## src/rtl/flow_path_selector_pkg.sv

```systemverilog
`timescale 1ns/1ps
package flow_path_selector_pkg;
  typedef enum logic [1:0] {
    MODE_ROTATE  = 2'd0,
    MODE_BOUNDED = 2'd1,
    MODE_CREDITS = 2'd2,
    MODE_PINNED  = 2'd3
  } selMode_e;

  typedef struct packed {
    logic fire;
    logic ptrWr;
    logic imbWr;
  } selStrobe_t;
endpackage

```

## src/rtl/flow_path_selector_ctrl.sv

```systemverilog
`timescale 1ns/1ps
module flow_path_selector_ctrl
  import flow_path_selector_pkg::*;
(
  input  logic       clk,
  input  logic       rstN,
  input  logic       pktValid,
  input  selMode_e   mode,
  input  logic       pickOk,
  output selStrobe_t strobe,
  output logic       selValid
);
  always_comb begin
    strobe.fire  = pktValid & pickOk;
    strobe.ptrWr = strobe.fire & (mode == MODE_ROTATE);
    strobe.imbWr = strobe.fire & (mode == MODE_BOUNDED);
  end

  always_ff @(posedge clk or negedge rstN) begin
    if (!rstN) selValid <= 1'b0;
    else       selValid <= strobe.fire;
  end


  sel_after_pkt_chk: assert property (@(posedge clk) disable iff (!rstN)
    selValid |-> $past(pktValid));
endmodule

```

## src/rtl/flow_path_selector_dp.sv

```systemverilog
`timescale 1ns/1ps
module flow_path_selector_dp
  import flow_path_selector_pkg::*;
#(
  parameter int NUM_PATHS = 4,
  parameter int NUM_FLOWS = 16,
  parameter int CRED_W    = 4,
  parameter int IMB_W     = 3,
  parameter int PATH_W    = $clog2(NUM_PATHS),
  parameter int FLOW_W    = $clog2(NUM_FLOWS)
)(
  input  logic                        clk,
  input  logic                        rstN,
  input  logic [FLOW_W-1:0]           pktFlow,
  input  logic [NUM_PATHS*CRED_W-1:0] pathCredits,
  input  selMode_e                    mode,
  input  logic [IMB_W-2:0]            imbBound,
  input  selStrobe_t                  strobe,
  output logic                        pickOk,
  output logic [PATH_W-1:0]           selPath
);
  localparam int FOLDS = (FLOW_W + PATH_W - 1) / PATH_W;
  typedef logic signed [IMB_W-1:0] imb_t;
  localparam imb_t IMB_MAX = imb_t'({1'b0, {(IMB_W-1){1'b1}}});

  logic [PATH_W-1:0] ptrTab [NUM_FLOWS];
  imb_t              imbTab [NUM_FLOWS][NUM_PATHS];

  logic [NUM_PATHS-1:0] credOk, credOkQ;
  logic [CRED_W-1:0]    credOf [NUM_PATHS];
  imb_t                 curImb [NUM_PATHS];
  imb_t                 nxtImb [NUM_PATHS];
  imb_t                 wrapImb [NUM_PATHS];
  logic [PATH_W-1:0]    curPtr;
  logic [PATH_W-1:0]    pickPath;

  assign curPtr = ptrTab[pktFlow];

  for (genvar g = 0; g < NUM_PATHS; g++) begin : g_path
    assign credOf[g] = pathCredits[g*CRED_W +: CRED_W];
    assign credOk[g] = |credOf[g];
    assign curImb[g] = imbTab[pktFlow][g];

    imb_floor_chk: assert property (@(posedge clk) disable iff (!rstN)
      curImb[g] >= imb_t'(0));
  end

  // rotate policy
  logic              rrOk;
  logic [PATH_W-1:0] rrPath;
  always_comb begin
    rrOk   = 1'b0;
    rrPath = '0;
    for (int k = NUM_PATHS - 1; k >= 0; k--) begin
      if (credOk[curPtr + PATH_W'(k)]) begin
        rrOk   = 1'b1;
        rrPath = curPtr + PATH_W'(k);
      end
    end
  end

  // bounded-imbalance policy
  imb_t              bndLimit;
  logic              eligOk, minOk;
  logic [PATH_W-1:0] eligPath, minPath, bndPath;
  imb_t              minVal;
  assign bndLimit = imb_t'({1'b0, imbBound});
  always_comb begin
    eligOk   = 1'b0;
    eligPath = '0;
    for (int k = NUM_PATHS - 1; k >= 0; k--) begin
      if (credOk[k] && (curImb[k] < bndLimit)) begin
        eligOk   = 1'b1;
        eligPath = PATH_W'(k);
      end
    end
    minOk   = 1'b0;
    minPath = '0;
    minVal  = IMB_MAX;
    for (int k = 0; k < NUM_PATHS; k++) begin
      if (credOk[k] && (!minOk || (curImb[k] < minVal))) begin
        minOk   = 1'b1;
        minPath = PATH_W'(k);
        minVal  = curImb[k];
      end
    end
    bndPath = eligOk ? eligPath : minPath;
  end

  logic allPos;
  always_comb begin
    for (int k = 0; k < NUM_PATHS; k++) begin
      if ((PATH_W'(k) == bndPath) && (curImb[k] != IMB_MAX))
        nxtImb[k] = curImb[k] + imb_t'(1);
      else
        nxtImb[k] = curImb[k];
    end
    allPos = 1'b1;
    for (int k = 0; k < NUM_PATHS; k++)
      if (nxtImb[k] <= imb_t'(0)) allPos = 1'b0;
    for (int k = 0; k < NUM_PATHS; k++)
      wrapImb[k] = allPos ? (nxtImb[k] - imb_t'(1)) : nxtImb[k];
  end

  // most-credits policy
  logic              bestOk;
  logic [PATH_W-1:0] bestPath;
  logic [CRED_W-1:0] bestVal;
  always_comb begin
    bestOk   = 1'b0;
    bestPath = '0;
    bestVal  = '0;
    for (int k = 0; k < NUM_PATHS; k++) begin
      if (credOk[k] && (!bestOk || (credOf[k] > bestVal))) begin
        bestOk   = 1'b1;
        bestPath = PATH_W'(k);
        bestVal  = credOf[k];
      end
    end
  end

  // pinned policy
  logic [FOLDS*PATH_W-1:0] flowPad;
  logic [PATH_W-1:0]       hashPath;
  assign flowPad = (FOLDS*PATH_W)'(pktFlow);
  always_comb begin
    hashPath = '0;
    for (int i = 0; i < FOLDS; i++)
      hashPath = hashPath ^ flowPad[i*PATH_W +: PATH_W];
  end

  always_comb begin
    unique case (mode)
      MODE_ROTATE:  begin pickOk = rrOk;             pickPath = rrPath;   end
      MODE_BOUNDED: begin pickOk = minOk;            pickPath = bndPath;  end
      MODE_CREDITS: begin pickOk = bestOk;           pickPath = bestPath; end
      default:      begin pickOk = credOk[hashPath]; pickPath = hashPath; end
    endcase
  end

  always_ff @(posedge clk or negedge rstN) begin
    if (!rstN) begin
      selPath <= '0;
      credOkQ <= '0;
      for (int f = 0; f < NUM_FLOWS; f++) begin
        ptrTab[f] <= '0;
        for (int p = 0; p < NUM_PATHS; p++) imbTab[f][p] <= '0;
      end
    end else begin
      credOkQ <= credOk;
      if (strobe.fire)  selPath <= pickPath;
      if (strobe.ptrWr) ptrTab[pktFlow] <= pickPath + PATH_W'(1);
      if (strobe.imbWr)
        for (int p = 0; p < NUM_PATHS; p++) imbTab[pktFlow][p] <= wrapImb[p];
    end
  end


  fire_credited_chk: assert property (@(posedge clk) disable iff (!rstN)
    strobe.fire |=> credOkQ[selPath]);

  no_credit_quiet_chk: assert property (@(posedge clk) disable iff (!rstN)
    (credOk == '0) |-> !strobe.fire);

  pinned_path_chk: assert property (@(posedge clk) disable iff (!rstN)
    (strobe.fire && (mode == MODE_PINNED)) |=> (selPath == $past(hashPath)));

  state_write_excl_chk: assert property (@(posedge clk) disable iff (!rstN)
    !(strobe.ptrWr && strobe.imbWr));
endmodule

```

## src/rtl/flow_path_selector.sv

```systemverilog
`timescale 1ns/1ps
module flow_path_selector
  import flow_path_selector_pkg::*;
#(
  parameter int NUM_PATHS = 4,
  parameter int NUM_FLOWS = 16,
  parameter int CRED_W    = 4,
  parameter int IMB_W     = 3,
  parameter int PATH_W    = $clog2(NUM_PATHS),
  parameter int FLOW_W    = $clog2(NUM_FLOWS)
)(
  input  logic                        clk,
  input  logic                        rstN,
  input  logic                        pktValid,
  input  logic [FLOW_W-1:0]           pktFlow,
  input  logic [NUM_PATHS*CRED_W-1:0] pathCredits,
  input  logic [1:0]                  selMode,
  input  logic [IMB_W-2:0]            imbBound,
  output logic                        selValid,
  output logic [PATH_W-1:0]           selPath
);
  selStrobe_t strobe;
  logic       pickOk;
  selMode_e   mode;

  assign mode = selMode_e'(selMode);

  flow_path_selector_ctrl u_ctrl (
    .clk      (clk),
    .rstN     (rstN),
    .pktValid (pktValid),
    .mode     (mode),
    .pickOk   (pickOk),
    .strobe   (strobe),
    .selValid (selValid)
  );

  flow_path_selector_dp #(
    .NUM_PATHS (NUM_PATHS),
    .NUM_FLOWS (NUM_FLOWS),
    .CRED_W    (CRED_W),
    .IMB_W     (IMB_W),
    .PATH_W    (PATH_W),
    .FLOW_W    (FLOW_W)
  ) u_dp (
    .clk         (clk),
    .rstN        (rstN),
    .pktFlow     (pktFlow),
    .pathCredits (pathCredits),
    .mode        (mode),
    .imbBound    (imbBound),
    .strobe      (strobe),
    .pickOk      (pickOk),
    .selPath     (selPath)
  );
endmodule

```

## config.mk

```make
export PLATFORM = sky130hd
export DESIGN_NAME = flow_path_selector
export DESIGN_NICKNAME = d
export VERILOG_FILES = /design/src/rtl/flow_path_selector_pkg.sv /design/src/rtl/flow_path_selector_ctrl.sv /design/src/rtl/flow_path_selector_dp.sv /design/src/rtl/flow_path_selector.sv
export SDC_FILE = /design/constraint.sdc
export NUM_CORES = 1
export LEC_CHECK = 0
export ABC_CLOCK_PERIOD_IN_PS = 9550
export BUFFER_PORTS_ARGS = -buffer_cell sky130_fd_sc_hd__buf_4
export CORE_MARGIN = 2
export CORE_UTILIZATION = 63
export CTS_CLUSTER_SIZE = 14
export DETAILED_ROUTE_END_ITERATION = 7
export PLACE_DENSITY = 0.79
export SYNTH_ARGS = -nofsm -noshare
export SYNTH_HDL_FRONTEND = slang
export SYNTH_SLANG_ARGS = --single-unit
```

## constraint.sdc

```tcl
create_clock -name clk -period 9.55 [get_ports clk]
set_clock_uncertainty 0.2 [all_clocks]
set_input_delay 1.91 -clock clk [delete_from_list [all_inputs] [get_ports clk]]
set_output_delay 1.91 -clock clk [all_outputs]
set_load 0.01 [all_outputs]
```

Word-level counts from Yosys, hierarchy flattened. Cells that the tools add are included.

Register bits: 227. Output and inout bits: 3. Logic and storage cells: 242.

Add/subtract/negate cells: 12. Order comparisons: 21. Eq/ne operators: 9. Mux-type cells: 81. Bitwise logic cells: 5. Reduce and logical (&&, ||, !) cells: 32.

Operators with widths (number): 192-bit bitwise mux (4); 12-bit demux with 4-bit select (4); 12-bit binary-select mux with 4-bit select (1); 12-bit 2-to-1 mux (3); 3-bit 2-to-1 mux (12); 32-bit bitwise mux (1); 2-bit 2-to-1 mux (16); 1-bit 2-to-1 mux (26); 3-bit < comparator (7); 4-bit OR reduction (4); 1-bit logical AND (15); 2-bit by 3-bit < comparator with 1-bit output (second input constant) (5); 3-bit by 2-bit adder with 3-bit output (second input constant) (4); 4-bit > comparator (3); 3-bit by 1-bit <= comparator with 1-bit output (second input constant) (4); 4-bit 2-to-1 mux (3); 3-bit inequality test (second input constant) (4); 3-bit by 2-bit subtractor with 3-bit output (second input constant) (4); 1-bit binary-select mux with 2-bit select (5); 9-bit 2-to-1 mux (1); 2-bit binary-select mux with 4-bit select (1); 2-bit demux with 4-bit select (1); 1-bit logical OR (6); 6-bit 2-to-1 mux (1); other kinds (15) (25).

Depth between registers and ports, before layout.
Word-level depth: 31. Depth in mapped cells: 50. Mapped depth without buffers: 42.

Cells and area by module. A second synthesis with hierarchy kept.

Cell total of the unflattened synthesis: 1121. Area, all modules: 12159.2 sq um.

Modules (own cells, without submodules): flow_path_selector_dp (times used 1, cells an instance 1117, area an instance 12104.1 sq um, seq. area each 5655.4 sq um); flow_path_selector_ctrl (times used 1, cells an instance 4, area an instance 55.1 sq um, seq. area each 25.0 sq um).

Least setup slack after synthesis. OpenSTA, ideal clock, no wires.

Kind: input to register. Start: input pktFlow[0]. End: register u_dp.imbTab[159] (netlist name). Library setup time: 0.126 ns. Data arrival time: 10.049 ns. Setup slack: -0.825 ns. Stages on the path: 47. Cells stage by stage: buf_6 > buf_6 > buf_6 > mux4_2 > a22oi_1 > and2_1 > nor2_1 > inv_1 > ha_1 > nand2b_1 > or3_1 > or3_1 > a21oi_1 > nor2_1 > and2_1 > nor2_1 > a21oi_1 > ha_1 > [... 11 more ...] > a2111oi_4 > nor2_2 > a31oi_2 > or2_1 > buf_6 > buf_6 > inv_1 > ha_1 > inv_1 > ha_1 > and4b_1 > nand2_1 > a21o_2 > nand2_1 > buf_2 > clkbuf_1 > nor2_1 > a221o_1.

Cells in the longest elaborated chain, start to end: 31. Elaborated cells between the ends (all ways): 113.

Ends and longest elaborated chain: from (decl) (line flow_path_selector.sv:15) `input logic [FLOW_W-1:0] pktFlow,`; 4-bit NOT with 5-bit output (not written as such) (line flow_path_selector_dp.sv:37, flow_path_selector_dp.sv:42, flow_path_selector_dp.sv:154); 12-bit binary-select mux with 4-bit select (line flow_path_selector_dp.sv:42) `assign curImb[g] = imbTab[pktFlow][g];`; 12-bit 2-to-1 mux (not written as such) (2 in a row) (line flow_path_selector_dp.sv:42); 3-bit 2-to-1 mux (line flow_path_selector_dp.sv:81) `if (credOk[k] && (!minOk || (curImb[k] < minVal))) begin`; 3-bit < comparator (line flow_path_selector_dp.sv:81); 1-bit logical OR (line flow_path_selector_dp.sv:81); 1-bit logical AND (line flow_path_selector_dp.sv:81); 3-bit 2-to-1 mux or 1-bit 2-to-1 mux (tied branches) (line flow_path_selector_dp.sv:81); [... 8 more ...]; 2-bit 2-to-1 mux (line flow_path_selector_dp.sv:87) `bndPath = eligOk ? eligPath : minPath;`; 2-bit logical NOT (line flow_path_selector_dp.sv:93) `if ((PATH_W'(k) == bndPath) && (curImb[k] != IMB_MAX))`; 1-bit logical AND (line flow_path_selector_dp.sv:93); 3-bit 2-to-1 mux (line flow_path_selector_dp.sv:93); 3-bit by 1-bit <= comparator with 1-bit output (line flow_path_selector_dp.sv:100) `if (nxtImb[k] <= imb_t'(0)) allPos = 1'b0;`; 1-bit 2-to-1 mux (4 in a row) (line flow_path_selector_dp.sv:100); 3-bit 2-to-1 mux (line flow_path_selector_dp.sv:102) `wrapImb[k] = allPos ? (nxtImb[k] - imb_t'(1)) : nxtImb[k];`; 192-bit bitwise mux (4 in a row) (line flow_path_selector_dp.sv:154) `for (int p = 0; p < NUM_PATHS; p++) imbTab[pktFlow][p] <= wrapImb[p];`.

Several ways; a longest one is shown, not always the timed one. The select of a mux whose other input is x is not followed. A chain may end at the register's enable or synchronous reset.

Worst setup path after layout.
Start: input pktFlow[0]. End: register u_dp.imbTab[90] (netlist name).

Cells in the longest elaborated chain, start to end: 31. Elaborated cells between the ends (all ways): 113.

Ends and longest elaborated chain (line): 4-bit NOT with 5-bit output (not written as such) (flow_path_selector_dp.sv:37, flow_path_selector_dp.sv:42, flow_path_selector_dp.sv:154); 12-bit binary-select mux with 4-bit select (flow_path_selector_dp.sv:42); 12-bit 2-to-1 mux (not written as such) (2 in a row) (flow_path_selector_dp.sv:42); 3-bit 2-to-1 mux (flow_path_selector_dp.sv:81); 3-bit < comparator (flow_path_selector_dp.sv:81); 1-bit logical OR (flow_path_selector_dp.sv:81); 1-bit logical AND (flow_path_selector_dp.sv:81); 3-bit 2-to-1 mux or 1-bit 2-to-1 mux (tied branches) (flow_path_selector_dp.sv:81); [... 8 more ...]; 2-bit 2-to-1 mux (flow_path_selector_dp.sv:87); 2-bit logical NOT (flow_path_selector_dp.sv:93); 1-bit logical AND (flow_path_selector_dp.sv:93); 3-bit 2-to-1 mux (flow_path_selector_dp.sv:93); 3-bit by 1-bit <= comparator with 1-bit output (flow_path_selector_dp.sv:100); 1-bit 2-to-1 mux (4 in a row) (flow_path_selector_dp.sv:100); 3-bit 2-to-1 mux (flow_path_selector_dp.sv:102); 192-bit bitwise mux (4 in a row) (flow_path_selector_dp.sv:154).

Several ways; a longest one is shown, not always the timed one. The select of a mux whose other input is x is not followed.

==> flow_metrics.env <==
export IMPL_async_flop_share=1.00
export IMPL_crit_buf_inv=7
export IMPL_drtIter0Drc=1432
export IMPL_synthCells=1103
export IMPL_cts_hold_buf=0
export IMPL_crit_path_start_kind="primary input"
export IMPL_critPathMaxFanout=14
export IMPL_final_nets=1276
export IMPL_peakVddDrop_mv=0.146
export IMPL_yosysWarnings=0
export IMPL_synth_largest_area_cell="dfrtp_1"
export IMPL_cts_tree="done"
export IMPL_slew_headroom=0.111
export IMPL_synth_cells_most_frequent="dfrtp_1 (227), mux2_2 (152), nand2_1 (99)"
export IMPL_power_mw=2.71
export IMPL_synth_edf_count=0
export IMPL_ys_ff_latch=227
export IMPL_syn_to_final_growth_pct=22.4
export IMPL_maxCapViolCount=0
export IMPL_netlist_top_cells_area="dfrtp_1 (44%), mux2_2 (13%), mux4_2 (8.7%)"
export IMPL_cp_arrival_ns=9.88
export IMPL_drt_pass1_iterations=5
export IMPL_diodes=0
export IMPL_groute_usage_overall=0.336
export IMPL_synth_flop_cell="dfrtp_1"
export IMPL_row_count=52
export IMPL_n_fill_cell=1107
export IMPL_rsz0062_at_grt="yes"
export IMPL_route_detailed_drc=0
export IMPL_worstHoldPathType="flip-flop to flip-flop"
export IMPL_die_height_um=147
export IMPL_setup_violations=103
export IMPL_cts_buffers=25
export IMPL_antenna_found_initial=0
export IMPL_via_count=10700
export IMPL_cts_buffer_depth=3
export IMPL_drive_gt1_frac=0.429
export IMPL_finalCritPeriodShare=1.01
export IMPL_dp_slack_ns=-0.596
export IMPL_place_gp_congestion=1.00
export IMPL_ant_nets=0
export IMPL_postSynthAreaPerCell_um2=11.7
export IMPL_die_x_um=147
export IMPL_max_freq_mhz=104
export IMPL_synth_cell_area_um2=12900
export IMPL_worst_pin_slew_ns=1.33
export IMPL_fin_crit_ns=9.62
export IMPL_io_buffers=29
export IMPL_die_area_um2=21700
export IMPL_ys_seq_area_frac=0.439
export IMPL_synth_nets=1167
export IMPL_critPathCaptureType="flip-flop"
export IMPL_slowest_delay_ns=0.51
export IMPL_ys_types=90
export IMPL_cp_slowest_cell="mux4_2"
export IMPL_vias_per_cell=7.15
export IMPL_cts_sinks=227
export IMPL_start_util=0.641
export IMPL_clock_latency_ns=0.54
export IMPL_grt_pass1_wl_um=56500
export IMPL_routed_wl_um=39600
export IMPL_violations="negative setup slack"
export IMPL_worst_ep_required_time_ns=9.81
export IMPL_power_density_nw_per_um2=172
export IMPL_cp_top_family="simple AND/OR/NAND/NOR gates"
export IMPL_ios=30
export IMPL_hpwl_um=24600
export IMPL_finalHoldViolCount=0
export IMPL_synth_top_cell_area_share=0.439
export IMPL_htree_levels=1
export IMPL_crit_type="primary input to flip-flop"
export IMPL_p_leak_nw=7.05
export IMPL_first_global_vias=10300
export IMPL_status="finished, violations left"
export IMPL_grt_max_degree=85
export IMPL_postLayoutCellArea_um2=15800
export IMPL_grt_ovfl_total=0
export IMPL_core_um2=20200
export IMPL_place_area_um2=14100
export IMPL_slew_viol_final=0
export IMPL_fin_ws_ns=-0.0712
export IMPL_cts_root_buf="clkbuf_16"
export IMPL_path_clk_slew_ns=0.06
export IMPL_yosysMostFrequentCell="dfrtp_1"
export IMPL_routedWlPerCell_um=26.4
[metrics by stage]
step / setup TNS [ns] / std cells / util / hold WS, ns
4_1_cts: 0 / 1475 / 0.739 / 0.276
5_1_grt: -48.11 / 1498 / 0.785 / 0.306
6_report: -2.15 / 1498 / 0.785 / 0.276
3_5_place_dp: -74.24 / 1432 / 0.699 / 0.263
2_1_floorplan: -33.47 / 1103 / - / 0.240
3_3_place_gp: -33.33 / 1432 / 0.699 / 0.251
[placed cells by master (no fill, tap or decap), types with 6 or more instances in the layout]
master and n:
dfrtp_1 227, mux2_2 149, buf_4 130, nand2_1 96, nor2_1 63, mux4_2 50
ha_1 31, clkbuf_16 29, o21ai_0 28, o211ai_1 25, inv_1 24, a221o_1 17
nor4_4 15, o31ai_2 14, nand3_1 14, buf_12 14, mux2i_1 12, a21oi_1 12
and2_1 11, nor3_1 10, o21a_1 9, a22oi_1 9, a31oi_4 9, nor2b_1 8
a31oi_1 8, nand2b_1 7, nor4_2 7, o31ai_1 7, clkbuf_1 7, or4_1 6
a22oi_2 6, nand2_2 6, a21o_1 6
[flip-flops by register name, indices dropped and copies added, names as in the netlist]
register and cells:
u_dp.imbTab 192, u_dp.ptrTab 32, u_dp.selPath 2, u_ctrl.selValid 1
[timing repair]
item / 4_1_cts / 5_1_grt
endpoints found under the setup margin: 29 / 192
pin swaps: 1 / 40
cloned: 0 / 4
buffers inserted: 0 / 19
resized for setup: 2 / 108
[worst register-to-register path: cells and delay by family, from the launching register on]
kind	cells	cell delay [ns]
adder cells (fa/ha/maj)	5	1.08
multiplexers	1	0.48
AO/OA/AOI/OAI	11	2.03
AND/OR/NAND/NOR	20	3.54
flip-flops	1	0.38
buffers and inverters	6	0.68
[report_power, final]
part / total, mW / internal, mW / switching [mW]
Sequential: 1.10 / 1.05 / 0.0539
Combinational: 0.675 / 0.297 / 0.379
Clock: 0.935 / 0.547 / 0.389
Total: 2.71 / 1.89 / 0.821
[kinds of logic after synthesis]
kind of cell / after synthesis / synth area share
AO/OA/AOI/OAI: 210 / 0.126
buffers and inverters: 102 / 0.0402
multiplexers: 221 / 0.236
XOR/XNOR: 4 / 0.00271
flip-flops: 227 / 0.439
AND/OR/NAND/NOR: 302 / 0.120
adder cells (fa/ha/maj): 37 / 0.0358
[cell type report]
| type | count | area (µm²) | area share |
|---|---|---|---|
| Clock buffer | 37 | 721 | 0.0455 |
| Tap cell | 270 | 338 | 0.0213 |
| Clock inverter | 6 | 63.8 | 0.00403 |
| Inverter | 29 | 109 | 0.00688 |
| Timing Repair Buffer | 155 | 1460 | 0.0922 |
| Sequential cell | 227 | 5680 | 0.359 |
| Multi-Input combinational cell | 774 | 7460 | 0.471 |
[worst paths after layout]
path / start / endpoint / slack (ns) / cells after the start
setup reg to reg: u_dp.imbTab[11] / u_dp.imbTab[90] / 1.08 / 43
hold reg to reg: u_dp.imbTab[57] / u_dp.imbTab[57] / 0.28 / 2
hold / removal: u_dp.imbTab[57] / u_dp.imbTab[57] / 0.28 / 2
setup / recovery: pktFlow[0] / u_dp.imbTab[90] / -0.07 / 44
max in group asynchronous: rstN / u_dp.imbTab[182] / 6.63 / 2
min in group asynchronous: rstN / u_dp.ptrTab[8] / 1.11 / 1
[per-layer routing]
layer	track usage	wire (µm)	vias to the layer above	share of wire
met3	0.0755	4000	183	0.10
met2	0.516	18400	782	0.46
met4	0.164	1990	0	0.050
met5	0	0	-	0
li1	-	-	4376	-
met1	0.458	15300	5372	0.39
Note: power is estimated with default switching activity, not from simulation.
